**config.mk**
```make
export PLATFORM = sky130hd
export DESIGN_NAME = i2c_slave_dispatch
export DESIGN_NICKNAME = d
export VERILOG_FILES = /design/src/rtl/i2c_sd_pkg.sv /design/src/rtl/i2c_sd_timer.sv /design/src/rtl/i2c_sd_classify.sv /design/src/rtl/i2c_slave_dispatch.sv
export SDC_FILE = /design/constraint.sdc
export NUM_CORES = 1
export LEC_CHECK = 0
export BUFFER_PORTS_ARGS = -buffer_cell sky130_fd_sc_hd__buf_2
export CORE_AREA = 2 2 66 68
export DETAILED_ROUTE_END_ITERATION = 6
export DIE_AREA = 0 0 68 70
export HOLD_SLACK_MARGIN = 0.06
export PLACE_DENSITY = 0.82
export SYNTH_ARGS = -nofsm -noshare
export SYNTH_HDL_FRONTEND = slang
export SYNTH_SLANG_ARGS = --single-unit
```
**constraint.sdc**
```tcl
create_clock -name clk -period 4.41 [get_ports clk]
set_input_delay 0.441 -clock clk [delete_from_list [all_inputs] [get_ports clk]]
set_output_delay 0.441 -clock clk [all_outputs]
set_load 0.01 [all_outputs]
```
**src/rtl/i2c_sd_pkg.sv**
```systemverilog
package i2c_sd_pkg;

    typedef enum logic [1:0] {
        ST_IDLE = 2'd0,
        ST_STX  = 2'd1,
        ST_SRX  = 2'd2
    } sd_state_e;

    typedef enum logic [2:0] {
        EV_NONE  = 3'd0,
        EV_START = 3'd1,
        EV_GCALL = 3'd2,
        EV_RXB   = 3'd3,
        EV_TXREQ = 3'd4,
        EV_NACK  = 3'd5,
        EV_STOP  = 3'd6,
        EV_ERR   = 3'd7
    } sd_code_e;

    localparam logic [7:0] ERR_BUS     = 8'd1;
    localparam logic [7:0] ERR_STATUS  = 8'd2;
    localparam logic [7:0] ERR_TIMEOUT = 8'd3;

    typedef struct packed {
        logic       buserr;
        logic       stop;
        logic       nack;
        logic       match;
        logic       data;
        logic       dir;
        logic       own;
        logic       gcall;
        logic [7:0] rx_byte;
    } sd_status_t;

    typedef struct packed {
        logic       fire;
        sd_code_e   code;
        logic [7:0] data;
        sd_state_e  nxt;
    } sd_action_t;

endpackage

```
**src/rtl/i2c_sd_timer.sv**
```systemverilog
module i2c_sd_timer #(
    parameter int unsigned TMO_CYCLES = 20
) (
    input  logic clk,
    input  logic rst_n,
    input  logic run,
    input  logic restart,
    output logic expire
);
    localparam int unsigned CW = $clog2(TMO_CYCLES + 1);

    logic [CW-1:0] cnt_d, cnt_q;

    always_comb begin
        expire = run && !restart && (cnt_q == CW'(TMO_CYCLES - 1));
        if (!run || restart || expire) begin
            cnt_d = '0;
        end else begin
            cnt_d = cnt_q + 1'b1;
        end
    end

    always_ff @(posedge clk) begin
        if (!rst_n) begin
            cnt_q <= '0;
        end else begin
            cnt_q <= cnt_d;
        end
    end

    assert_cnt_bound_R11: assert property (@(posedge clk) disable iff (!rst_n)
        cnt_q < CW'(TMO_CYCLES));

    assert_cnt_clear_R11: assert property (@(posedge clk) disable iff (!rst_n)
        restart |=> cnt_q == '0);

endmodule

```
**src/rtl/i2c_sd_classify.sv**
```systemverilog
module i2c_sd_classify
    import i2c_sd_pkg::*;
#(
    parameter logic [6:0] OWN_ADDR = 7'h2A
) (
    input  sd_state_e  state,
    input  sd_status_t st,
    output sd_action_t act
);
    sd_action_t match_act;

    always_comb begin
        match_act = '0;
        match_act.fire = 1'b1;
        if (st.own) begin
            match_act.code = EV_START;
            match_act.data = {OWN_ADDR, st.dir};
            match_act.nxt  = st.dir ? ST_STX : ST_SRX;
        end else if (st.gcall) begin
            match_act.code = EV_GCALL;
            match_act.data = 8'h00;
            match_act.nxt  = ST_SRX;
        end else begin
            match_act.code = EV_ERR;
            match_act.data = ERR_STATUS;
            match_act.nxt  = ST_IDLE;
        end
    end

    always_comb begin
        act      = '0;
        act.nxt  = state;
        if (st.buserr) begin
            act.fire = 1'b1;
            act.code = EV_ERR;
            act.data = ERR_BUS;
            act.nxt  = ST_IDLE;
        end else if (state == ST_IDLE) begin
            if (st.match) begin
                act = match_act;
            end
        end else if (st.stop) begin
            act.fire = 1'b1;
            act.code = EV_STOP;
            act.nxt  = ST_IDLE;
        end else if (st.nack && state == ST_STX) begin
            act.fire = 1'b1;
            act.code = EV_NACK;
        end else if (st.match) begin
            act = match_act;
        end else if (st.data) begin
            act.fire = 1'b1;
            if (state == ST_STX) begin
                act.code = EV_TXREQ;
            end else begin
                act.code = EV_RXB;
                act.data = st.rx_byte;
            end
        end else begin
            act.fire = 1'b1;
            act.code = EV_ERR;
            act.data = ERR_STATUS;
            act.nxt  = ST_IDLE;
        end
    end

endmodule

```
**src/rtl/i2c_slave_dispatch.sv**
```systemverilog
module i2c_slave_dispatch
    import i2c_sd_pkg::*;
#(
    parameter logic [6:0]  OWN_ADDR      = 7'h2A,
    parameter int unsigned TIMEOUT_MS    = 35,
    parameter int unsigned CYCLES_PER_MS = 125000
) (
    input  logic       clk,
    input  logic       rst_n,
    input  logic       evt_valid,
    input  logic       evt_buserr,
    input  logic       evt_stop,
    input  logic       evt_nack,
    input  logic       evt_match,
    input  logic       evt_data,
    input  logic       evt_dir,
    input  logic       evt_own,
    input  logic       evt_gcall,
    input  logic [7:0] evt_rx_byte,
    input  logic       usr_tx_valid,
    input  logic [7:0] usr_tx_byte,
    output logic       ev_valid,
    output logic [2:0] ev_code,
    output logic [7:0] ev_data,
    output logic       ctl_tx_valid,
    output logic [7:0] ctl_tx_byte,
    output logic [1:0] slave_state
);
    localparam int unsigned TMO_CYCLES = TIMEOUT_MS * CYCLES_PER_MS;

    typedef struct packed {
        sd_state_e  state;
        logic       ev_valid;
        sd_code_e   ev_code;
        logic [7:0] ev_data;
        logic       tx_valid;
        logic [7:0] tx_byte;
    } regs_t;

    regs_t      r_d, r_q;
    sd_status_t st;
    sd_action_t act;
    logic       tmo_expire;

    assign st = '{buserr: evt_buserr, stop: evt_stop, nack: evt_nack,
                  match: evt_match, data: evt_data, dir: evt_dir,
                  own: evt_own, gcall: evt_gcall, rx_byte: evt_rx_byte};

    i2c_sd_classify #(.OWN_ADDR(OWN_ADDR)) u_classify (
        .state (r_q.state),
        .st    (st),
        .act   (act)
    );

    i2c_sd_timer #(.TMO_CYCLES(TMO_CYCLES)) u_timer (
        .clk     (clk),
        .rst_n   (rst_n),
        .run     (r_q.state != ST_IDLE),
        .restart (evt_valid),
        .expire  (tmo_expire)
    );

    always_comb begin
        r_d          = r_q;
        r_d.ev_valid = 1'b0;
        r_d.ev_code  = EV_NONE;
        r_d.ev_data  = 8'h00;
        r_d.tx_valid = 1'b0;
        if (evt_valid) begin
            r_d.ev_valid = act.fire;
            r_d.ev_code  = act.fire ? act.code : EV_NONE;
            r_d.ev_data  = act.fire ? act.data : 8'h00;
            r_d.state    = act.nxt;
        end else if (tmo_expire) begin
            r_d.ev_valid = 1'b1;
            r_d.ev_code  = EV_ERR;
            r_d.ev_data  = ERR_TIMEOUT;
            r_d.state    = ST_IDLE;
        end
        if (usr_tx_valid && r_q.state == ST_STX) begin
            r_d.tx_valid = 1'b1;
            r_d.tx_byte  = usr_tx_byte;
        end
    end

    always_ff @(posedge clk) begin
        if (!rst_n) begin
            r_q <= '{state: ST_IDLE, ev_valid: 1'b0, ev_code: EV_NONE,
                     ev_data: 8'h00, tx_valid: 1'b0, tx_byte: 8'h00};
        end else begin
            r_q <= r_d;
        end
    end

    assign ev_valid     = r_q.ev_valid;
    assign ev_code      = r_q.ev_code;
    assign ev_data      = r_q.ev_data;
    assign ctl_tx_valid = r_q.tx_valid;
    assign ctl_tx_byte  = r_q.tx_byte;
    assign slave_state  = r_q.state;

    assert_err_idle_R2: assert property (@(posedge clk) disable iff (!rst_n)
        (r_q.ev_valid && r_q.ev_code == EV_ERR) |-> r_q.state == ST_IDLE);

    assert_start_dir_R3: assert property (@(posedge clk) disable iff (!rst_n)
        (r_q.ev_valid && r_q.ev_code == EV_START) |->
        r_q.state == (r_q.ev_data[0] ? ST_STX : ST_SRX));

    assert_gcall_rx_R4: assert property (@(posedge clk) disable iff (!rst_n)
        (r_q.ev_valid && r_q.ev_code == EV_GCALL) |->
        (r_q.state == ST_SRX && r_q.ev_data == 8'h00));

    assert_stop_idle_R7: assert property (@(posedge clk) disable iff (!rst_n)
        (r_q.ev_valid && r_q.ev_code == EV_STOP) |-> r_q.state == ST_IDLE);

    assert_nack_hold_R8: assert property (@(posedge clk) disable iff (!rst_n)
        (evt_valid && !evt_buserr && !evt_stop && evt_nack && r_q.state == ST_STX)
        |=> (r_q.state == ST_STX && r_q.ev_code == EV_NACK));

    assert_idle_quiet_R10: assert property (@(posedge clk) disable iff (!rst_n)
        (r_q.state == ST_IDLE && !(evt_valid && (evt_buserr || evt_match)))
        |=> !r_q.ev_valid);

    assert_tx_fwd_R12: assert property (@(posedge clk) disable iff (!rst_n)
        (usr_tx_valid && r_q.state != ST_STX) |=> !r_q.tx_valid);

endmodule

```
# [Word level (Yosys, flattened, before mapping)]
# Cells that the tools add are included.
# Widths: inputs -> output; s select.
[totals] register_bits=46 latch_bits=0 mem_bits_rw=0 romBits=0 input_bits=28 out_inout_bits=23 elab_cells=48 memories=0
[classes] add_sub_neg=1 n_mul=0 div=0 order_cmp=0 n_eq_ne=5 shift=0 mux=21 bitwise=1 n_reduce_logical=13
[ops] cell="$mux 14" count=5
[ops] cell="$mux 13" count=3
[ops] cell="$mux 8" count=3
[ops] cell="$add 23x1->23 const B" count=1
[ops] cell="$eq 23x23->1 const B" count=1
[ops] cell="$mux 11" count=1
[ops] cell="$mux 10" count=1
[ops] cell="$mux 9" count=1
[ops] cell="$mux 4" count=2
[ops] cell="$mux 2" count=3
[ops] cell="$mux 3" count=2
[ops] cell="$ne 5x4->1 const B" count=1
[ops] cell="$ne 5x5->1 const B" count=1
[ops] cell="$logic_and 1x1->1" count=4
[ops] cell="$ne 4x4->1 const B" count=1
[ops] cell="$reduce_and 4->1" count=1
[ops] cell="$reduce_bool 2->1" count=2
[ops] cell="$eq 2x1->1 const B" count=1
[ops] cell="$logic_not 1->1" count=2
[ops] cell="$logic_not 2->1" count=1
[ops] cell="$logic_or 1x1->1" count=2
[ops] cell="$reduce_or 2->1" count=1
[ops] cell="$not 1->1" count=1

# [Longest topological paths before layout]
# Gate-level depths: netlist (run 1).
[depth] depth_word=10 mapped_depth=7 depth_no_buf=5

# [Cells and area by module]
# From an unflattened synthesis (run 1), not the netlist that was laid out.
[hier_totals] cells_unflattened=259 hier_area_um2=2274.7
[modules_own_cells] module="i2c_sd_timer" instances=1 cells_per_inst=127 area_per_inst_um2=1141.1 seq_area_each_um2=460.4
[modules_own_cells] module="i2c_slave_dispatch" instances=1 cells_per_inst=81 area_per_inst_um2=833.3 seq_area_each_um2=460.4
[modules_own_cells] module="i2c_sd_classify" instances=1 cells_per_inst=51 area_per_inst_um2=300.3 seq_area_each_um2=0.0

# [Worst setup path before layout (run 1)]
# Ideal clock, no wire load.
[synth_timing] path_type="reg2reg" from="reg u_timer.cnt_q[0]" to="reg u_timer.cnt_q[17]" setup_time_ps=125 arrival_time_ps=1641 required_ps=4285 path_slack_ps=2643 stages_incl_launch_ff=7 path_buffers=1 period_less_slack_ps=1767 cell_sequence="dfxtp_1 -> ha_1 -> or4b_4 -> nor4_4 -> a21o_4 -> buf_6 -> a21oi_1"
[synth_between] elab_chain_len=4 word_cells_on_any_way=5 classes_between="1 x add/sub; 1 x eq/ne; 3 x reduce/logical"
[synth_lines] item="start, declared" line="i2c_sd_timer.sv:12" rtl="logic [CW-1:0] cnt_d, cnt_q;"
[synth_lines] item="start signal, assigned" line="i2c_sd_timer.sv:27" rtl="cnt_q <= cnt_d;"
[synth_lines] item="branches (longest 4 deep; another with $add 23x1->23)"
# Parallel ways; which one is timed is not known.
# A chain may end at the register's enable or synchronous reset.

# [Worst setup path in the final report (run 1)]
[layout_timing] from="reg u_timer.cnt_q[0]" to="reg u_timer.cnt_q[4]"
# The elaborated chain is that of the path after synthesis.

==> out/metrics.cfg, run 1 <==
[status]
outcome=complete, no violations

[worst_setup_path]
slowest_delay_ns=0.49
critPathCaptureType=register
timing.rr.start=u_timer.cnt_q[0]
crit_family=simple AND/OR/NAND/NOR gates
r2r-end=u_timer.cnt_q[4]
arrival_ns=2.08
cp.required_ns=4.58
cp_slowest_cell=or4b_4
ff2ff_setup_slack_ns=2.50
rr_worst_depth=5
cp.buffers_inverters=0
path_depth=5
crit_fanout=23
crit_type=reg2reg
worstPathCellList=ha_1, or4b_4, nor4_4, a21o_4, nor2_1
critPathLaunchType=register

[floorplan]
dieHeight_um=70
initial_core_util_pct=53.89
fp.coreArea_um2=4144
die_area_um2=4760
fp-row-count=24
ios=51
die_w_um=68

[cts]
cts_tree=yes
cts_setup_buffers=0
clk_latency_ns=0.29
cts_made_buffers=5
root_buffer=clkbuf_8
cts.sinks=46
htree_levels=2
post_cts_resized=0
cts_hold_buf=0
cts_buffer_depth=2
clk_pin_slew_ns=0.08

[power_and_ir_drop]
p_total_mw=0.7296
p_leak_nw=1.107
p_per_area_nw_per_um2=283.7
irDropWorstVdd_mv=0.1430

[global_routing]
antenna_found_initial=0
track_usage_pct=20.29
grt_pass1_wl_um=7624
grt_overflow_total=0
grt_pass1_vias=1751
grt_max_degree=24

[min_path]
hold_path_class=in2reg
min_from=evt_rx_byte[3]
min_to=ev_data[3]
holdPathStages=2

[route]
via_per_inst=5.669
antenna_left=0
drtIter0Drc=107
drc_errors=0
routed_wl_um=4627
drt-wirelength-per-cell_um=13.45
drtPass1Iterations=4
num_vias=1950

[yosys]
yosys_warnings=0
ys_ff_latch=46
yosysSeqAreaShare_pct=41.23
synth_area_um2=2233
async_reset_ff_share_pct=0
ys_types=52
synth-edff-count=0
synth-main-ff-cell=dfxtp_1
synthCells=244
avgSynthCellArea_um2=9.153
synth_nets=273

[placed_design]
dp_hpwl_um=3341
pre_cts_slack_ns=2.499
portBuffers=50
place_congestion=0.8278
dp.cells=336

[layout]
final_cell_mix=buf_2 (50), dfxtp_1 (46), nor2_1 (31), a21oi_1 (17)
final_cell_count_no_fill=344
final_common_cell=buf_2
area_growth_pct=15.13
antenna_cells=0
layout-drive-gt1-share_pct=24.66
nets=320

[sta]
fin_skew_ns=0.01216
fin_hold_ws_ns=0.3459
maxSlewHeadroom_pct=62.11
rsz0062_at_grt=no
setup-violations-final=0
fmax_ghz=0.5222
setup_ws_ns=2.495
tightest_slew_ns=0.5666
slew_violations=0
fin_crit_ns=1.915
final_hold_viol_count=0
fin_setup_tns_ns=0
final.period_utilization_pct=43.42

[job]
maxCapViolCount=0

power breakdown:
part | internal (mW) | leakage [nW] | switching [mW] | total (mW)
Combinational | 0.0220 | 0.688 | 0.0271 | 0.0491
Clock | 0.127 | 0.0482 | 0.133 | 0.260
Sequential | 0.419 | 0.371 | 0.00224 | 0.421
Total | 0.567 | 1.11 | 0.162 | 0.730
stage by stage:
step	cell area [um2]	util, %
after floorplan	2233	-
after global placement	2480	59.84
after detailed placement	2480	59.84
after CTS	2571	62.05
after global routing	2571	62.05
final	2571	62.05
cells by family after synthesis:
kind of cell               after synthesis  share of synthesized area (%)
xor gates and xnor gates                12                          4.706
and+or+nand+nor                        110                          30.31
DFF                                     46                          41.23
buffers and inverters                   15                          3.921
AOI/OAI and AO/OA                       51                          15.24
adders and majority gates                1                         0.5601
muxes                                    9                          4.034
how the worst max path moves through the flow:
stage / endpoint / from
finish: u_timer.cnt_q[4] / u_timer.cnt_q[0]
global route: u_timer.cnt_q[7] / u_timer.cnt_q[0]
CTS: u_timer.cnt_q[4] / u_timer.cnt_q[0]
detailed placement: u_timer.cnt_q[9] / u_timer.cnt_q[0]
global placement: u_timer.cnt_q[13] / u_timer.cnt_q[0]
floorplan: u_timer.cnt_q[17] / u_timer.cnt_q[0]
state kept, by name (all words and copies together) (netlist names):
signal         flops
ctl_tx_byte        8
ev_code            3
ev_valid           1
ctl_tx_valid       1
slave_state        2
u_timer.cnt_q     23
ev_data            8
layout make-up:
| cell class | instances | area (um2) |
|---|---|---|
| Clock buffer | 7 | 86.33 |
| Clock inverter | 1 | 5.005 |
| Fill cell | 375 | 1573 |
| Inverter | 5 | 18.77 |
| Multi-Input combinational cell | 183 | 1225 |
| Sequential cell | 46 | 920.9 |
| Tap cell | 52 | 65.06 |
| Timing Repair Buffer | 50 | 250.2 |
worst reg2reg max path, cell delays in order, from the launching register on:
cell     delay, ns
dfxtp_1       0.42
ha_1          0.25
or4b_4        0.49
nor4_4        0.24
a21o_4        0.33
nor2_1        0.08
synth_stat cells, types with 2 or more instances:
master     number  share of area, %
o22ai_1         3              0.84
o2bb2ai_1       2              0.78
nor2b_1         8               2.2
or4_1           5               1.7
nor4b_1         2              0.78
o41ai_1         2              0.78
nor4_1          2              0.56
buf_6           4               2.0
or2_2           2              0.56
o21ai_0         5               1.1
xor2_1          8               3.1
o211ai_1        2              0.67
nor2_1         31               5.2
nand2_1         9               1.5
and3_2          4               1.3
inv_1           5              0.84
clkbuf_1        5              0.84
nand3_1         9               2.0
and2_1          7               2.0
xnor2_1         4               1.6
o21a_1          7               2.4
a21oi_1        17               3.8
or3_1           3              0.84
dfxtp_1        46                41
and3_1          2              0.56
nand2b_1        2              0.56
o31ai_1         6               2.0
nor3_1          5               1.1
mux2i_1         9               4.0
nand4_1         6               1.7
layer usage:
layer	vias up	GRT usage, %	share of wire (%)
met3	2	4.670	3.8
met1	923	26.28	45
met5	-	0	0
li1	977	-	-
met2	48	33.12	50
met4	0	6.000	0.54
No activity file was read; power rests on OpenSTA's default activity.
==> run 2: changes to the inputs <==
--- a/config.mk
+++ b/config.mk
@@ -6,11 +6,11 @@
 export NUM_CORES = 1
 export LEC_CHECK = 0
 export BUFFER_PORTS_ARGS = -buffer_cell sky130_fd_sc_hd__buf_2
-export CORE_AREA = 2 2 66 68
+export CORE_AREA = 2 2 72 74
 export DETAILED_ROUTE_END_ITERATION = 6
-export DIE_AREA = 0 0 68 70
+export DIE_AREA = 0 0 74 76
 export HOLD_SLACK_MARGIN = 0.06
-export PLACE_DENSITY = 0.82
+export PLACE_DENSITY = 0.73
 export SYNTH_ARGS = -nofsm -noshare
 export SYNTH_HDL_FRONTEND = slang
 export SYNTH_SLANG_ARGS = --single-unit
==> constraint.sdc (replaced) <==
create_clock -name clk -period 1.6 [get_ports clk]
set_input_delay 0.16 -clock clk [delete_from_list [all_inputs] [get_ports clk]]
set_output_delay 0.16 -clock clk [all_outputs]
set_load 0.01 [all_outputs]
==> out/metrics.cfg, run 2 (synthesized netlist as in run 1, its figures left out) <==
[power_and_ir_drop]
pwr-share-clk_pct=36.9
p_leak_nw=1.244
swShare_pct=25.10
switchingPower_mw=0.5173
p_per_area_nw_per_um2=717.7
p_int_mw=1.544
comb_power_share_pct=7.2
irDropWorstVdd_mv=0.4924
seqPwrFrac_pct=56.0

[status]
outcome=finished with violations
violations=negative setup slack

[placed_design]
place_area_um2=2673
place_congestion=0.7911
portBuffers=50
dp.cells=374
dp_hpwl_um=3476
pre_cts_slack_ns=-0.1893

[route]
routed_wl_um=5057
drtIter0Drc=150
num_vias=2052
drc_errors=0
via_per_inst=5.262
drtPass1Iterations=5
antenna_left=0
drt-wirelength-per-cell_um=12.97

[worst_setup_path]
cp.buffers_inverters=1
crit_fanout=8
crit_family=simple AND/OR/NAND/NOR gates
slowest_delay_ns=0.46
critPathCaptureType=register
arrival_ns=1.91
worstPathCellList=ha_4, or4b_4, nor4_4, buf_4, nand4b_4, o2bb2ai_1
crit_type=reg2reg
critPathLaunchType=register
cp_slowest_cell=or4b_4
cp.required_ns=1.81

[cts]
clk_latency_ns=0.31
root_buffer=clkbuf_8
cts_tree=yes
clk_pin_slew_ns=0.10
htree_levels=2
cts_buffer_depth=2
cts_made_buffers=5
cts.sinks=46

[sta]
rsz0062_at_grt=yes
fmax_ghz=0.5885
tightest_slew_ns=0.4369
setup_ws_ns=-0.09935
maxSlewHeadroom_pct=70.84
fin_crit_ns=1.699
setup-violations-final=30
final_hold_viol_count=0
fin_skew_ns=0.01148
slew_violations=0
fin_hold_ws_ns=0.07096
final.period_utilization_pct=106.2

[layout]
largest_reg_flops=23
final_cell_mix=buf_2 (50), dfxtp_1 (44), nor2_1 (28), buf_4 (23), a21oi_1 (14)
final_area_um2=2872
multi_input_area_um2=1289
final_cell_count_no_fill=390
nets=348
final_util_pct=58.46
largest-register=u_timer.cnt_q
area_growth_pct=28.57
final_common_cell=buf_2
fill_cells=422
layout-drive-gt1-share_pct=34.38
regArea_um2=928.4
antenna_cells=0

[job]
maxCapViolCount=0

[floorplan]
die_w_um=74
fp-row-count=26
initial_core_util_pct=45.47
fp.coreArea_um2=4912
dieHeight_um=76
die_area_um2=5624
ios=51

[global_routing]
grt_max_degree=18
antenna_found_initial=0
grt_pass1_wl_um=8652
track_usage_pct=19.23
grt_pass1_vias=1888
grt_overflow_total=0

[min_path]
hold_path_class=in2reg

-- run 2: path summary, 6_finish.rpt --
kind | startpoint | end | slack (ns) | cells past startpoint
setup / recovery | u_timer.cnt_q[1] | slave_state[0] | -0.1 | 6
hold / removal | usr_tx_byte[6] | ctl_tx_byte[6] | 0.07 | 3
setup reg to reg | u_timer.cnt_q[1] | slave_state[0] | -0.1 | 6
hold reg to reg | ctl_tx_byte[6] | ctl_tx_byte[6] | 0.50 | 2
-- run 2: per-layer routing --
metal	up-vias	global-route usage (%)	part of all wire, %
li1	1037	-	-
met1	947	25.27	45
met2	61	30.63	48
met3	7	4.630	5.1
met4	0	6.364	1.6
met5	-	0	0
-- run 2: metrics by stage --
stage               total power, mW  TNS (ns)
floorplan                     1.257    -2.776
global placement              1.320    -3.550
detailed placement            1.319    -4.564
CTS                           2.080    -1.279
global route                  2.153    -5.112
finish                        2.061    -1.508
-- run 2: tightest hold or removal path, delay by kind of cell --
family	cells	cell delay, ns
buffers and inverters	1	0.08
muxes	1	0.05
and+or+nand+nor	1	0.07
-- run 2: what timing repair did --
action,CTS,global route
hold buffers,3,0
setup buffers,2,2
cloned,1,1
endpoints found under the hold margin,3,0
endpoints found under the setup margin,31,31
pin swaps,5,2
gates resized for setup,2,9
-- run 2: layout make-up --
| class | count | area share [%] |
|---|---|---|
| clock buffer | 5 | 2.397 |
| clock inverter | 3 | 0.9150 |
| inverter | 5 | 0.6536 |
| multi-input combinational | 185 | 44.88 |
| sequential | 46 | 32.33 |
| tap | 70 | 3.050 |
| timing repair buffer | 76 | 15.77 |
-- run 2: power by group through the flow --
stage	logic, mW	registers (mW)	clock network, mW
2_1_floorplan	0.0705	1.19	0
3_3_place_gp	0.139	1.18	0
3_5_place_dp	0.139	1.18	0
4_1_cts	0.146	1.15	0.780
5_1_grt	0.165	1.16	0.832
6_report	0.147	1.15	0.760
==> run 3: changes to the inputs <==
--- a/config.mk
+++ b/config.mk
@@ -11,6 +11,7 @@
 export DIE_AREA = 0 0 74 76
 export HOLD_SLACK_MARGIN = 0.06
 export PLACE_DENSITY = 0.73
+export REMOVE_ABC_BUFFERS = 1
 export SYNTH_ARGS = -nofsm -noshare
 export SYNTH_HDL_FRONTEND = slang
 export SYNTH_SLANG_ARGS = --single-unit
==> out/metrics.cfg, run 3 (synthesized netlist as in run 1, its figures left out) <==
[layout]
largest_reg_flops=23
layout-drive-gt1-share_pct=32.30
area_growth_pct=30.64
regArea_um2=923.4
final_area_um2=2918
antenna_cells=0
final_common_cell=buf_2
nets=350
final_cell_mix=buf_2 (50), dfxtp_1 (44), nor2_1 (31), buf_4 (23), a21oi_1 (17)
multi_input_area_um2=1277
final_cell_count_no_fill=392
fill_cells=434
largest-register=u_timer.cnt_q

[status]
outcome=finished with violations
violations=negative setup slack

[global_routing]
track_usage_pct=19.64
grt_overflow_total=0
grt_pass1_wl_um=8956
grt_pass1_vias=2056
antenna_found_initial=0
grt_max_degree=18

[route]
via_per_inst=5.349
routed_wl_um=5224
drtIter0Drc=113
antenna_left=0
drtPass1Iterations=4
drc_errors=0
num_vias=2097
drt-wirelength-per-cell_um=13.33

[sta]
final.period_utilization_pct=111.1
maxSlewHeadroom_pct=69.54
setup_ws_ns=-0.1773
tightest_slew_ns=0.4564
final_hold_viol_count=0
rsz0062_at_grt=yes
slew_violations=0
setup-violations-final=31
fin_crit_ns=1.777
fin_skew_ns=0.008962
fin_hold_ws_ns=0.08209
fmax_ghz=0.5626

[cts]
root_buffer=clkbuf_8
cts_made_buffers=5
clk_latency_ns=0.30
clk_pin_slew_ns=0.09
cts_buffer_depth=2
cts_tree=yes
cts.sinks=46
htree_levels=2

[min_path]
hold_path_class=in2reg
min_from=usr_tx_byte[0]

[floorplan]
die_w_um=74
dieHeight_um=76
ios=51
die_area_um2=5624
fp-row-count=26
fp.coreArea_um2=4912
initial_core_util_pct=45.47

[power_and_ir_drop]
irDropWorstVdd_mv=0.5511
p_leak_nw=1.288
p_per_area_nw_per_um2=806.4

[placed_design]
dp_hpwl_um=3497
place_area_um2=2658
dp.cells=373
pre_cts_slack_ns=-0.1464
portBuffers=50
place_congestion=0.8663

[job]
maxCapViolCount=0

[worst_setup_path]
cp.required_ns=1.78
crit_fanout=8
timing.rr.start=u_timer.cnt_q[1]
critPathCaptureType=register
crit_type=reg2reg
setup.worst_path.start=u_timer.cnt_q[1]
arrival_ns=1.96
critPathLaunchType=register

## run 3: cell types whose count changed in the layout (fill, tap and decap cells not counted), moves of 2 or more
cell | previous run | this run
a21oi_1 | 14 | 17
a21oi_2 | 3 | 0
inv_6 | 3 | 0
nor2_1 | 28 | 31
nor2_2 | 3 | 0
a21o_4 | 2 | 4
bufinv_16 | 0 | 2
dfxtp_2 | 0 | 2
dfxtp_4 | 2 | 0
## run 3: final timing paths
check | endpoint | slack, ns | depth (start not counted)
max reg2reg | slave_state[1] | -0.18 | 6
max | slave_state[1] | -0.18 | 6
min reg2reg | u_timer.cnt_q[22] | 0.49 | 2
min | ctl_tx_byte[0] | 0.08 | 3
## run 3: area by class of cell
| cell class | count | share of cell area, % |
|---|---|---|
| multi-input combinational | 186 | 43.78 |
| sequential | 46 | 31.65 |
| timing repair buffer | 77 | 16.21 |
| tap | 70 | 3.002 |
| clock buffer | 5 | 2.358 |
| clock inverter | 3 | 2.358 |
| inverter | 5 | 0.6432 |
## run 3: repair_timing
action | 4_1_cts | 5_1_grt
gates resized for setup | 6 | 1
endpoints found under the hold margin | 3 | 0
pin swaps | 3 | 4
endpoints found under the setup margin | 31 | 31
buffers inserted | 4 | 1
hold buffers | 3 | 0
gates cloned | 3 | 0
## run 3: worst max-delay path, stage by stage, from the launching register on
cell       delay [ns]
dfxtp_2          0.34
ha_1             0.15
or4b_4           0.47
nor4_4           0.17
buf_4            0.18
nand4b_4         0.16
o2bb2ai_1        0.18
## run 3: metrics by stage
stage / power, mW / util (%) / TNS [ns]
floorplan: 1.250 / - / -3.931
global placement: 1.322 / 54.10 / -2.211
detailed placement: 1.323 / 54.10 / -3.584
CTS: 2.369 / 59.12 / -1.998
global route: 2.438 / 59.40 / -5.571
finish: 2.353 / 59.40 / -3.608
## run 3: report_power, final
part	internal, mW	total (mW)	switching [mW]
sequential	1.15	1.16	0.00347
clock	0.626	1.05	0.420
combinational	0.0694	0.149	0.0799
## run 3: metal layers
layer  GRT usage [%]  share of wire [%]  vias to the layer above
li1                -                  -                     1049
met1           24.81                 45                      977
met2           33.57                 48                       62
met3           3.968                5.1                        9
met4           4.909                1.4                        0
met5               0                  0                        -
